==> src/rtl/pixseg_pkg.sv <==
package pixseg_pkg;

    localparam int FRAME_W = 16;
    localparam int DATA_W  = 24;
    localparam int CTRL_N  = 3;
    localparam int PIX_W   = DATA_W + CTRL_N;
    localparam int LEN_W   = $clog2(PIX_W + 1);

    typedef enum logic [1:0] {
        WID_10 = 2'b00,
        WID_12 = 2'b01,
        WID_18 = 2'b10,
        WID_24 = 2'b11
    } wid_e;

    typedef enum logic [1:0] {
        CM_NEVER = 2'b00,
        CM_RSVD  = 2'b01,
        CM_EVEN  = 2'b10,
        CM_ALL   = 2'b11
    } cmode_e;

    typedef struct packed {
        logic [PIX_W-1:0] bits;
        logic [LEN_W-1:0] len;
    } pixw_t;

    function automatic logic [LEN_W-1:0] data_bits(wid_e w);
        case (w)
            WID_10:  return LEN_W'(10);
            WID_12:  return LEN_W'(12);
            WID_18:  return LEN_W'(18);
            default: return LEN_W'(24);
        endcase
    endfunction

    function automatic logic ctrl_on(cmode_e m, logic even);
        case (m)
            CM_ALL:  return 1'b1;
            CM_EVEN: return even;
            default: return 1'b0;
        endcase
    endfunction

endpackage

==> src/rtl/pixseg_fmt.sv <==
module pixseg_fmt
    import pixseg_pkg::*;
(
    input  logic [1:0]        cfg_width,
    input  logic [1:0]        cfg_ctrl,
    input  logic [DATA_W-1:0] data,
    input  logic              hs,
    input  logic              vs,
    input  logic              de,
    input  logic              even,
    output pixw_t             word
);
    logic [LEN_W-1:0]  dbits;
    logic [DATA_W-1:0] dmask;
    logic              send_c;

    always_comb begin
        dbits  = data_bits(wid_e'(cfg_width));
        send_c = ctrl_on(cmode_e'(cfg_ctrl), even);
        for (int i = 0; i < DATA_W; i++) begin
            dmask[i] = (i < int'(dbits));
        end
        word.bits = {{CTRL_N{1'b0}}, data & dmask};
        word.len  = dbits;
        if (send_c) begin
            word.bits = word.bits | (PIX_W'({de, vs, hs}) << dbits);
            word.len  = dbits + LEN_W'(CTRL_N);
        end
    end

    always_comb begin
        assert (word.len >= LEN_W'(10) && word.len <= LEN_W'(PIX_W));
    end

endmodule

==> src/rtl/pixseg_phase.sv <==
module pixseg_phase (
    input  logic clk,
    input  logic rst,
    input  logic take,
    input  logic pix_de,
    output logic rise,
    output logic even
);
    logic prev_q;
    logic even_q;

    assign rise = pix_de & ~prev_q;
    assign even = rise | even_q;

    always_ff @(posedge clk) begin
        if (rst) begin
            prev_q <= 1'b0;
            even_q <= 1'b1;
        end else if (take) begin
            prev_q <= pix_de;
            even_q <= ~even;
        end
    end

    AST_RISE_RESTARTS: assert property (@(posedge clk) disable iff (rst)
        (take && rise) |=> (prev_q && !even_q));

    AST_HOLD_IDLE: assert property (@(posedge clk) disable iff (rst)
        !take |=> ($stable(prev_q) && $stable(even_q)));

endmodule

==> src/rtl/pixseg_accum.sv <==
module pixseg_accum
    import pixseg_pkg::*;
(
    input  logic               clk,
    input  logic               rst,
    input  logic               take,
    input  logic               realign,
    input  pixw_t              word,
    output logic               room,
    output logic               fr_valid,
    output logic               fr_dummy,
    output logic [FRAME_W-1:0] fr_data
);
    localparam int BUF_W = FRAME_W - 1 + PIX_W;
    localparam int CNT_W = $clog2(BUF_W + 1);
    localparam logic [CNT_W-1:0] FR_CNT  = CNT_W'(FRAME_W);
    localparam logic [CNT_W-1:0] MAX_CNT = CNT_W'(PIX_W);

    logic [BUF_W-1:0]   buf_q, buf_d, merged, ext;
    logic [CNT_W-1:0]   cnt_q, cnt_d, mcnt;
    logic [FRAME_W-1:0] frame_d;
    logic               dummy_d;

    assign room = (cnt_q < FR_CNT);

    always_comb begin
        ext     = {{(BUF_W-PIX_W){1'b0}}, word.bits};
        merged  = buf_q | (take ? (ext << cnt_q) : '0);
        mcnt    = cnt_q + (take ? CNT_W'(word.len) : '0);
        frame_d = '0;
        dummy_d = 1'b1;
        if (take && realign && cnt_q != '0) begin
            frame_d = buf_q[FRAME_W-1:0];
            dummy_d = 1'b0;
            buf_d   = ext;
            cnt_d   = CNT_W'(word.len);
        end else if (mcnt >= FR_CNT) begin
            frame_d = merged[FRAME_W-1:0];
            dummy_d = 1'b0;
            buf_d   = merged >> FRAME_W;
            cnt_d   = mcnt - FR_CNT;
        end else begin
            buf_d   = merged;
            cnt_d   = mcnt;
        end
    end

    always_ff @(posedge clk) begin
        if (rst) begin
            buf_q    <= '0;
            cnt_q    <= '0;
            fr_valid <= 1'b0;
            fr_dummy <= 1'b1;
            fr_data  <= '0;
        end else begin
            buf_q    <= buf_d;
            cnt_q    <= cnt_d;
            fr_valid <= 1'b1;
            fr_dummy <= dummy_d;
            fr_data  <= frame_d;
        end
    end

    AST_CNT_BOUND: assert property (@(posedge clk) disable iff (rst)
        cnt_q <= MAX_CNT);

    AST_NO_TAKE_FULL: assert property (@(posedge clk) disable iff (rst)
        take |-> (cnt_q < FR_CNT));

    AST_REALIGN_EMIT: assert property (@(posedge clk) disable iff (rst)
        (take && realign && cnt_q != '0) |=> (fr_valid && !fr_dummy));

    AST_FULL_EMITS: assert property (@(posedge clk) disable iff (rst)
        (cnt_q >= FR_CNT) |=> !fr_dummy);

endmodule

==> src/rtl/pixseg_packer.sv <==
module pixseg_packer
    import pixseg_pkg::*;
(
    input  logic               clk,
    input  logic               rst,
    input  logic [1:0]         cfg_width,
    input  logic [1:0]         cfg_ctrl,
    input  logic               px_valid,
    input  logic [DATA_W-1:0]  px_data,
    input  logic               px_hsync,
    input  logic               px_vsync,
    input  logic               px_de,
    output logic               px_ready,
    output logic               fr_valid,
    output logic               fr_dummy,
    output logic [FRAME_W-1:0] fr_data
);
    logic  take;
    logic  rise;
    logic  even;
    logic  room;
    pixw_t word;

    assign px_ready = room;
    assign take     = px_valid & room;

    pixseg_phase u_phase (
        .clk    (clk),
        .rst    (rst),
        .take   (take),
        .pix_de (px_de),
        .rise   (rise),
        .even   (even)
    );

    pixseg_fmt u_fmt (
        .cfg_width (cfg_width),
        .cfg_ctrl  (cfg_ctrl),
        .data      (px_data),
        .hs        (px_hsync),
        .vs        (px_vsync),
        .de        (px_de),
        .even      (even),
        .word      (word)
    );

    pixseg_accum u_accum (
        .clk      (clk),
        .rst      (rst),
        .take     (take),
        .realign  (rise),
        .word     (word),
        .room     (room),
        .fr_valid (fr_valid),
        .fr_dummy (fr_dummy),
        .fr_data  (fr_data)
    );

    AST_DUMMY_ZERO: assert property (@(posedge clk) disable iff (rst)
        (fr_valid && fr_dummy) |-> (fr_data == '0));

    AST_VALID_RUN: assert property (@(posedge clk) disable iff (rst)
        1'b1 |=> fr_valid);

endmodule

==> config.mk <==
export PLATFORM = sky130hd
export DESIGN_NAME = pixseg_packer
export DESIGN_NICKNAME = d
export VERILOG_FILES = /design/src/rtl/pixseg_pkg.sv /design/src/rtl/pixseg_fmt.sv /design/src/rtl/pixseg_phase.sv /design/src/rtl/pixseg_accum.sv /design/src/rtl/pixseg_packer.sv
export SDC_FILE = /design/constraint.sdc
export NUM_CORES = 1
export LEC_CHECK = 0
export BUFFER_PORTS_ARGS = -buffer_cell sky130_fd_sc_hd__buf_4
export CAP_MARGIN = 10
export CELL_PAD_IN_SITES_DETAIL_PLACEMENT = 0
export CELL_PAD_IN_SITES_GLOBAL_PLACEMENT = 2
export CORE_ASPECT_RATIO = 1.2
export CORE_MARGIN = 5
export CORE_UTILIZATION = 35
export DETAILED_ROUTE_END_ITERATION = 16
export PLACE_DENSITY = 0.91
export SYNTH_ARGS = -nofsm -noshare
export SYNTH_HDL_FRONTEND = slang
export SYNTH_SLANG_ARGS = --single-unit
==> constraint.sdc <==
create_clock -name clk -period 9.3 [get_ports clk]
set_clock_uncertainty 0.15 [all_clocks]
set_input_delay 2.325 -clock clk [delete_from_list [all_inputs] [get_ports clk]]
set_output_delay 2.325 -clock clk [all_outputs]
set_load 0.05 [all_outputs]
==> summary.md, run 1 <==
| Metric | Value |
|---|---|
| Detailed placer's ending HPWL | 16.1 mm |
| Post-synth EDFFs | 0 |
| Syn_nets | 732 |
| Worst path cell trace | buf_4 > nand2_1 > ha_1 > nand3b_1 > a2111oi_0 > o31ai_1 > mux2i_1 > nor2_1 > a211oi_1 > o21a_1 |
| Post-route cell area | 6110 um^2 |
| Pre-antenna DRT Iters | 5 |
| Worst slack at placement | 2.79 ns |
| Crit Reg-Reg Startpoint | u_phase.even_q |
| Post-synthesis async set-or-reset flop share | 0 |
| CTS Sinks | 68 |
| P_sw | 0.657 mW |
| Setup slack, reg-to-reg | 5.14 ns |
| Mean Syn Cell Area | 7.72 um^2 |
| Detailed-route DRC error count | 0 |
| Worst-path clk slew | 0.06 ns |
| YS warnings | 0 |
| Commonest non-fill, non-tap cell in the layout | nor2_1 |
| Most frequent cells in the layout | 86 x nor2_1, 67 x dfxtp_1, 63 x buf_4 |
| Hold crit path type | flop to flop |
| Port bufs | 52 |
| First-pass GRT wire length | 33.8 mm |
| Worst vdd ir | 0.0857 mV |
| Flop pwr share | 0.257 |
| Worst Setup SP | cfg_width[1] |
| Worst Path Required | 9.43 ns |
| WHS Path Cells | 2 |
| Max_cap viols | 0 |
| Worst-path maximum fanout | 25 |
| Slowest stage delay, CP | 0.85 ns |
| Hold buffer count at CTS | 0 |
| Layout cells sized above 1 | 0.165 |
| DRT Wirelength | 22.2 mm |
| Status | complete, no violations |
| CTS buffer count | 9 |
| Synth-to-Final Area Change | 14.8% |
| DRT iter0 DRCs | 739 |
| Leakage power | 2.37 nW |
| Final Util | 0.409 |
| Period minus WS final | 6.27 ns |
| CP max-delay cell | ha_1 |
| RSZ-0062 raised after global routing | no |
| Final setup viols | 0 |
| Htree depth | 3 |
| Mapped Cells | 690 |
| WP data arrival | 6.40 ns |
| GR Util All Layers | 0.246 |
| Top cell type's share of synthesized area | 0.256 |
| Via count | 5935 |
| Setup TNS Final | 0 ns |
| Total design power | 1.45 mW |
| Fill cells | 1582 |
| Number of global-route vias before repair | 5709 |
| Die height | 145 um |
| Crit path to | u_accum.fr_data[15] |
| Tcrit/Tclk final | 0.675 |
| Fmax | 159 MHz |
| Clock Path Buffers | 2 |
| IO Pins | 53 |
| Worst Setup Path Type | primary input to flop |
| Placer Congestion | 0.975 |
| Post-DRT Antenna Nets | 0 |
| Final net count | 753 |
| R2R depth | 14 |
| Post-CTS Setup Inserts | 0 |
| Initial core utilization | 0.356 |
| CTS tree | done |
| Sw frac | 0.452 |
| Internal power | 0.796 mW |
| FF-to-FF End | u_accum.fr_data[1] |
| Seq/Total Area, Yosys | 0.256 |
| Max-slew headroom | 0.368 |
| Core Region | 15000 um^2 |
| Clk pwr share | 0.242 |
| Slew Limit Fails | 0 |
| Antenna violations before repair | 0 |
| Worst-skew pair later-pin latency | 0.33 ns |
| Measured slew at the worst slew-check pin | 0.943 ns |
| Ys flop type | dfxtp_1 |
| Final Hold Viols | 0 |
| FF+latch count, synth | 68 |
| CP endpoint kind | flop |
| Placed cell area | 5810 um^2 |
| # rows | 49 |
| Distinct cells, synth | 94 |
| Cell Area, Synth | 5320 um^2 |
| Combinational Power Share | 0.501 |
| Synth top area cells | dfxtp_1 26%, nor2_1 6.1%, a21oi_1 5.3%, nand2_1 4.4%, a211oi_1 2.7% |
| Die Wd | 123 um |
| Largest net degree at the start of global routing | 56 |
| Synth area leader | dfxtp_1 |
| Slack of the critical path | 3.03 ns |
| Startpoint types | primary input |
| GRT Residual Overflow | 0 |
| PwrDens | 238 nW/um^2 |
| Antenna cells | 0 |
| Root Buffer | clkbuf_16 |
| Post-CTS resize count | 0 |
| Die area | 17800 um^2 |
| Via density | 6.45 |
| DR WL/cell | 24.1 um |
-- cells by family (layout without fill, tap and decap cells) --
| kind of cell | Yosys count | in the layout | synth area share |
|---|---|---|---|
| flip-flops | 68 | 68 | 0.256 |
| multiplexers | 25 | 25 | 0.0559 |
| AO/OA/AOI/OAI | 267 | 267 | 0.373 |
| buffers and inverters | 65 | 91 | 0.0545 |
| AND/OR/NAND/NOR | 252 | 252 | 0.232 |
| adder cells (fa/ha/maj) | 8 | 8 | 0.0202 |
| XOR/XNOR | 5 | 5 | 0.00823 |
-- flip-flops by register name (all words and copies together) (netlist names) --
name	count
u_accum.buf_q	42
u_accum.cnt_q	6
u_accum.fr_data	16
u_accum.fr_dummy	1
u_accum.fr_valid	1
u_phase.even_q	1
u_phase.prev_q	1
-- metrics by stage --
step                hold WS, ns  instances
detailed placement        0.289        904
finish                    0.302        920
CTS                       0.302        920
global route              0.337        920
global placement          0.288        904
floorplan                 0.271        690
-- worst max-delay path: cells and delay by family --
| family | cells | cell delay [ns] |
|---|---|---|
| simple gates | 3 | 1.12 |
| compound gates | 4 | 1.40 |
| mux | 1 | 0.48 |
| buf+inv | 1 | 0.19 |
| fa+ha+maj | 1 | 0.85 |
-- final cells by class --
| type | count | area, um^2 | share of cell area |
|---|---|---|---|
| multi-input cells | 557 | 3680 | 0.602 |
| flip-flops and latches | 68 | 1360 | 0.223 |
| repair buffers | 63 | 473 | 0.0774 |
| well taps | 204 | 255 | 0.0418 |
| clock buffers | 9 | 225 | 0.0368 |
| clock inverters | 7 | 75.1 | 0.0123 |
| inverters | 12 | 45.0 | 0.00737 |
-- power by group through the flow --
stage | clock (mW) | combinational, mW | sequential (mW)
after floorplan | 0 | 0.450 | 0.416
after global placement | 0 | 0.711 | 0.377
after detailed placement | 0 | 0.706 | 0.379
after CTS | 0.353 | 0.709 | 0.372
after global routing | 0.370 | 0.768 | 0.378
final | 0.352 | 0.728 | 0.374
-- layer usage --
layer	routed length [um]	vias to the layer above	part of all wire	GRT usage
met2	10500	308	0.47	0.399
met4	1640	0	0.074	0.161
met1	8620	2854	0.39	0.299
met5	0	-	0	0
li1	-	2683	-	-
met3	1440	90	0.065	0.0370
-- synthesized netlist by cell type, drive strengths merged (6+ instances only) --
library cell	count
and3	7
o31ai	7
nor2	87
a221oi	8
dfxtp	68
nor3	21
a211oi	22
buf	24
o21ai	31
nand3	16
o211ai	13
mux2i	14
o21a	7
a211o	13
nor2b	8
inv	11
clkbuf	29
mux2	8
a31oi	18
nand2	63
a2111oi	11
a21oi	56
a21o	14
nand2b	10
ha	7
and2	10
a311oi	6
-- worst min-delay path by stage --
| stage | start | endpoint |
|---|---|---|
| finish | u_accum.buf_q[37] | u_accum.buf_q[37] |
| CTS | u_accum.buf_q[38] | u_accum.buf_q[38] |
| global route | u_accum.buf_q[39] | u_accum.buf_q[39] |
| global placement | u_accum.buf_q[37] | u_accum.buf_q[37] |
| detailed placement | u_accum.buf_q[38] | u_accum.buf_q[38] |
| floorplan | u_accum.buf_q[38] | u_accum.buf_q[38] |
Power figures use the tool's default switching activity.
==> run 2, diff against run 1 <==
--- a/config.mk
+++ b/config.mk
@@ -5,13 +5,14 @@
 export SDC_FILE = /design/constraint.sdc
 export NUM_CORES = 1
 export LEC_CHECK = 0
+export ABC_AREA = 1
 export BUFFER_PORTS_ARGS = -buffer_cell sky130_fd_sc_hd__buf_4
 export CAP_MARGIN = 10
 export CELL_PAD_IN_SITES_DETAIL_PLACEMENT = 0
 export CELL_PAD_IN_SITES_GLOBAL_PLACEMENT = 2
 export CORE_ASPECT_RATIO = 1.2
 export CORE_MARGIN = 5
-export CORE_UTILIZATION = 35
+export CORE_UTILIZATION = 32
 export DETAILED_ROUTE_END_ITERATION = 16
 export PLACE_DENSITY = 0.91
 export SYNTH_ARGS = -nofsm -noshare
==> constraint.sdc (replaced) <==
create_clock -name clk -period 5.9 [get_ports clk]
set_clock_uncertainty 0.15 [all_clocks]
set_input_delay 1.475 -clock clk [delete_from_list [all_inputs] [get_ports clk]]
set_output_delay 1.475 -clock clk [all_outputs]
set_load 0.05 [all_outputs]
==> run 2 against run 1 <==
Worst setup slack worse by 1.4 ns. Largest cell class unchanged. Clock-buffer cell count unchanged. Via count fell by 7.8%. Largest power group unchanged. Worst hold slack improved by 0.0032 ns. Critical path depth increased by 9.
==> summary.md, run 2 <==
| Metric | Value |
|---|---|
| Status | complete, no violations |
| Initial core utilization | 0.326 |
| Htree depth | 3 |
| Die Wd | 125 um |
| Placer Congestion | 0.914 |
| Leakage power | 2.86 nW |
| Post-synth EDFFs | 0 |
| # rows | 50 |
| Worst Setup Path Type | primary input to flop |
| Largest register FFs | 42 |
| Post-CTS resize count | 0 |
| Worst-path clk slew | 0.06 ns |
| Measured slew at the worst slew-check pin | 1.04 ns |
| Most frequent CP cell | nand2_2 |
| Area of the multi-input gates | 3090 um^2 |
| Via density | 5.16 |
| Final Non-Filler Cells | 1060 |
| Antenna cells | 0 |
| Hold_ws | 0.305 ns |
| Most common library cells after synthesis | 212 x nand2_1, 164 x nand3_1, 89 x inv_1 |
| RSZ-0062 raised after global routing | no |
| Fill cells | 1828 |
| Clock Path Buffers | 2 |
| Total design power | 2.45 mW |
| FF-to-FF End | u_accum.fr_data[1] |
| Detailed-route DRC error count | 0 |
| Final Util | 0.374 |
| Post-DRT Antenna Nets | 0 |
| Mean Syn Cell Area | 6.23 um^2 |
| Commonest non-fill, non-tap cell in the layout | nand2_1 |
| Antenna violations before repair | 0 |
| Top Registers | u_accum.buf_q (42), u_accum.fr_data (16), u_accum.cnt_q (6) |
| Root Buffer | clkbuf_16 |
| Placed insts | 1044 |
| Setup slack, reg-to-reg | 2.57 ns |
| GR Util All Layers | 0.204 |
| DRT iter0 DRCs | 437 |
| Worst-path maximum fanout | 21 |
| YS warnings | 0 |
| Synth area leader | dfxtp_1 |
| Synth top area cells | dfxtp_1 27%, nand3_1 16%, nand2_1 16%, inv_1 6.6%, nor2_1 4.0% |
| Worst path cell trace | buf_4 > nand2_2 > nand2_1 > nand2_1 > nand2_2 > o21ai_0 > nor2_1 > ha_1 > a21oi_1 > nand2_1 > nand2_2 > nand2_2 > a21oi_4 > xor2_2 > nand2_2 > nor2_8 > nor2_4 > inv_1 > nor3_1 |
| CTS Sinks | 68 |
| IO Pins | 53 |
| Setup TNS Final | 0 ns |
| PwrDens | 418 nW/um^2 |
| Slowest stage delay, CP | 0.35 ns |
| CP endpoint kind | flop |
| Max-slew headroom | 0.305 |
| First-pass GRT wire length | 29.3 mm |
| Detailed placer's ending HPWL | 14.2 mm |
| Hold crit path type | flop to flop |
| Final setup viols | 0 |
| Count leader, synth | nand2_1 |
| Distinct cells, synth | 46 |
| Worst-skew pair later-pin latency | 0.35 ns |
| Final net count | 889 |
| Tcrit/Tclk final | 0.718 |
| Startpoint types | primary input |
| Post-CTS Setup Inserts | 0 |
| Slew Limit Fails | 0 |
| Final Hold Viols | 0 |
| Mapped Cells | 818 |
| Fmax | 236 MHz |
| Post-synthesis async set-or-reset flop share | 0 |
| Seq/Total Area, Yosys | 0.267 |
| Syn_nets | 860 |
| CP max-delay cell | ha_1 |
| Most flop-heavy register | u_accum.buf_q |
| Port bufs | 52 |
| Largest net degree at the start of global routing | 38 |
| Layout cells sized above 1 | 0.164 |
| Crit Reg-Reg Startpoint | u_phase.prev_q |
| R2R depth | 19 |
| Worst vdd ir | 0.159 mV |
| Max_cap viols | 0 |
| Synth-to-Final Area Change | 14.8% |
| Worst Setup SP | px_de |
| Die height | 148 um |
| Register area | 1360 um^2 |
| DR WL/cell | 17.7 um |
| Ys flop type | dfxtp_1 |
| Pre-antenna DRT Iters | 5 |
| Die area | 18500 um^2 |
| Number of global-route vias before repair | 5313 |
| Period minus WS final | 4.23 ns |
| Cell Area, Synth | 5090 um^2 |
| CTS tree | done |
| Crit path to | u_accum.fr_data[1] |
| GRT Residual Overflow | 0 |
| WHS Path Cells | 2 |
| Top cell type's share of synthesized area | 0.267 |
| CTS buffer count | 9 |
| Most frequent cells in the layout | 212 x nand2_1, 164 x nand3_1, 89 x inv_1 |
| WP data arrival | 4.31 ns |
| Worst Path Required | 5.98 ns |
| DRT Wirelength | 18.8 mm |
| Core Region | 15600 um^2 |
| Via count | 5474 |
| FF+latch count, synth | 68 |
| Hold buffer count at CTS | 0 |
run 2: worst min-delay path by stage:
| stage | start | end |
|---|---|---|
| floorplan | u_accum.buf_q[9] | u_accum.fr_data[9] |
| global placement | u_accum.buf_q[37] | u_accum.buf_q[37] |
| detailed placement | u_accum.buf_q[9] | u_accum.fr_data[9] |
| CTS | u_accum.buf_q[9] | u_accum.fr_data[9] |
| global route | u_accum.buf_q[37] | u_accum.buf_q[37] |
| finish | u_accum.buf_q[9] | u_accum.fr_data[9] |
run 2: logic make-up after synthesis:
| logic type | Yosys count | share of synthesized area |
|---|---|---|
| buffers and inverters | 142 | 0.127 |
| xor gates and xnor gates | 4 | 0.00836 |
| AOI/OAI and AO/OA | 100 | 0.118 |
| adders and majority gates | 8 | 0.0211 |
| and+or+nand+nor | 496 | 0.459 |
| DFF | 68 | 0.267 |
run 2: final cells by class:
cell class / count / share of cell area
multi-input combinational: 608 / 0.528
sequential: 68 / 0.233
timing repair buffer: 59 / 0.0757
inverter: 101 / 0.0661
tap: 208 / 0.0445
clock buffer: 9 / 0.0385
clock inverter: 7 / 0.0145
run 2: per-layer routing:
| layer | vias to the layer above | share of wire | track usage |
|---|---|---|---|
| li1 | 2742 | - | - |
| met3 | 34 | 0.057 | 0.0237 |
| met5 | - | 0 | 0 |
| met4 | 0 | 0.036 | 0.0982 |
| met1 | 2507 | 0.43 | 0.258 |
| met2 | 191 | 0.48 | 0.345 |
run 2: stage by stage:
stage | cell area (um^2) | setup WS, ns
after global routing | 5850 | 1.33
after detailed placement | 5540 | 1.31
after CTS | 5850 | 1.68
after floorplan | 5090 | 2.01
after global placement | 5540 | 1.36
final | 5850 | 1.67
run 2: power breakdown:
part / internal, mW / leakage, nW / switching [mW] / total, mW
registers: 0.578 / 0.558 / 0.0394 / 0.617
clock network: 0.335 / 0.152 / 0.238 / 0.572
logic: 0.367 / 2.15 / 0.891 / 1.26
run 2: critical path: cells and delay by family:
kind | cells | cell delay (ns)
simple gates | 12 | 1.44
compound gates | 3 | 0.55
fa+ha+maj | 1 | 0.35
buf+inv | 2 | 0.27
xor+xnor | 1 | 0.20
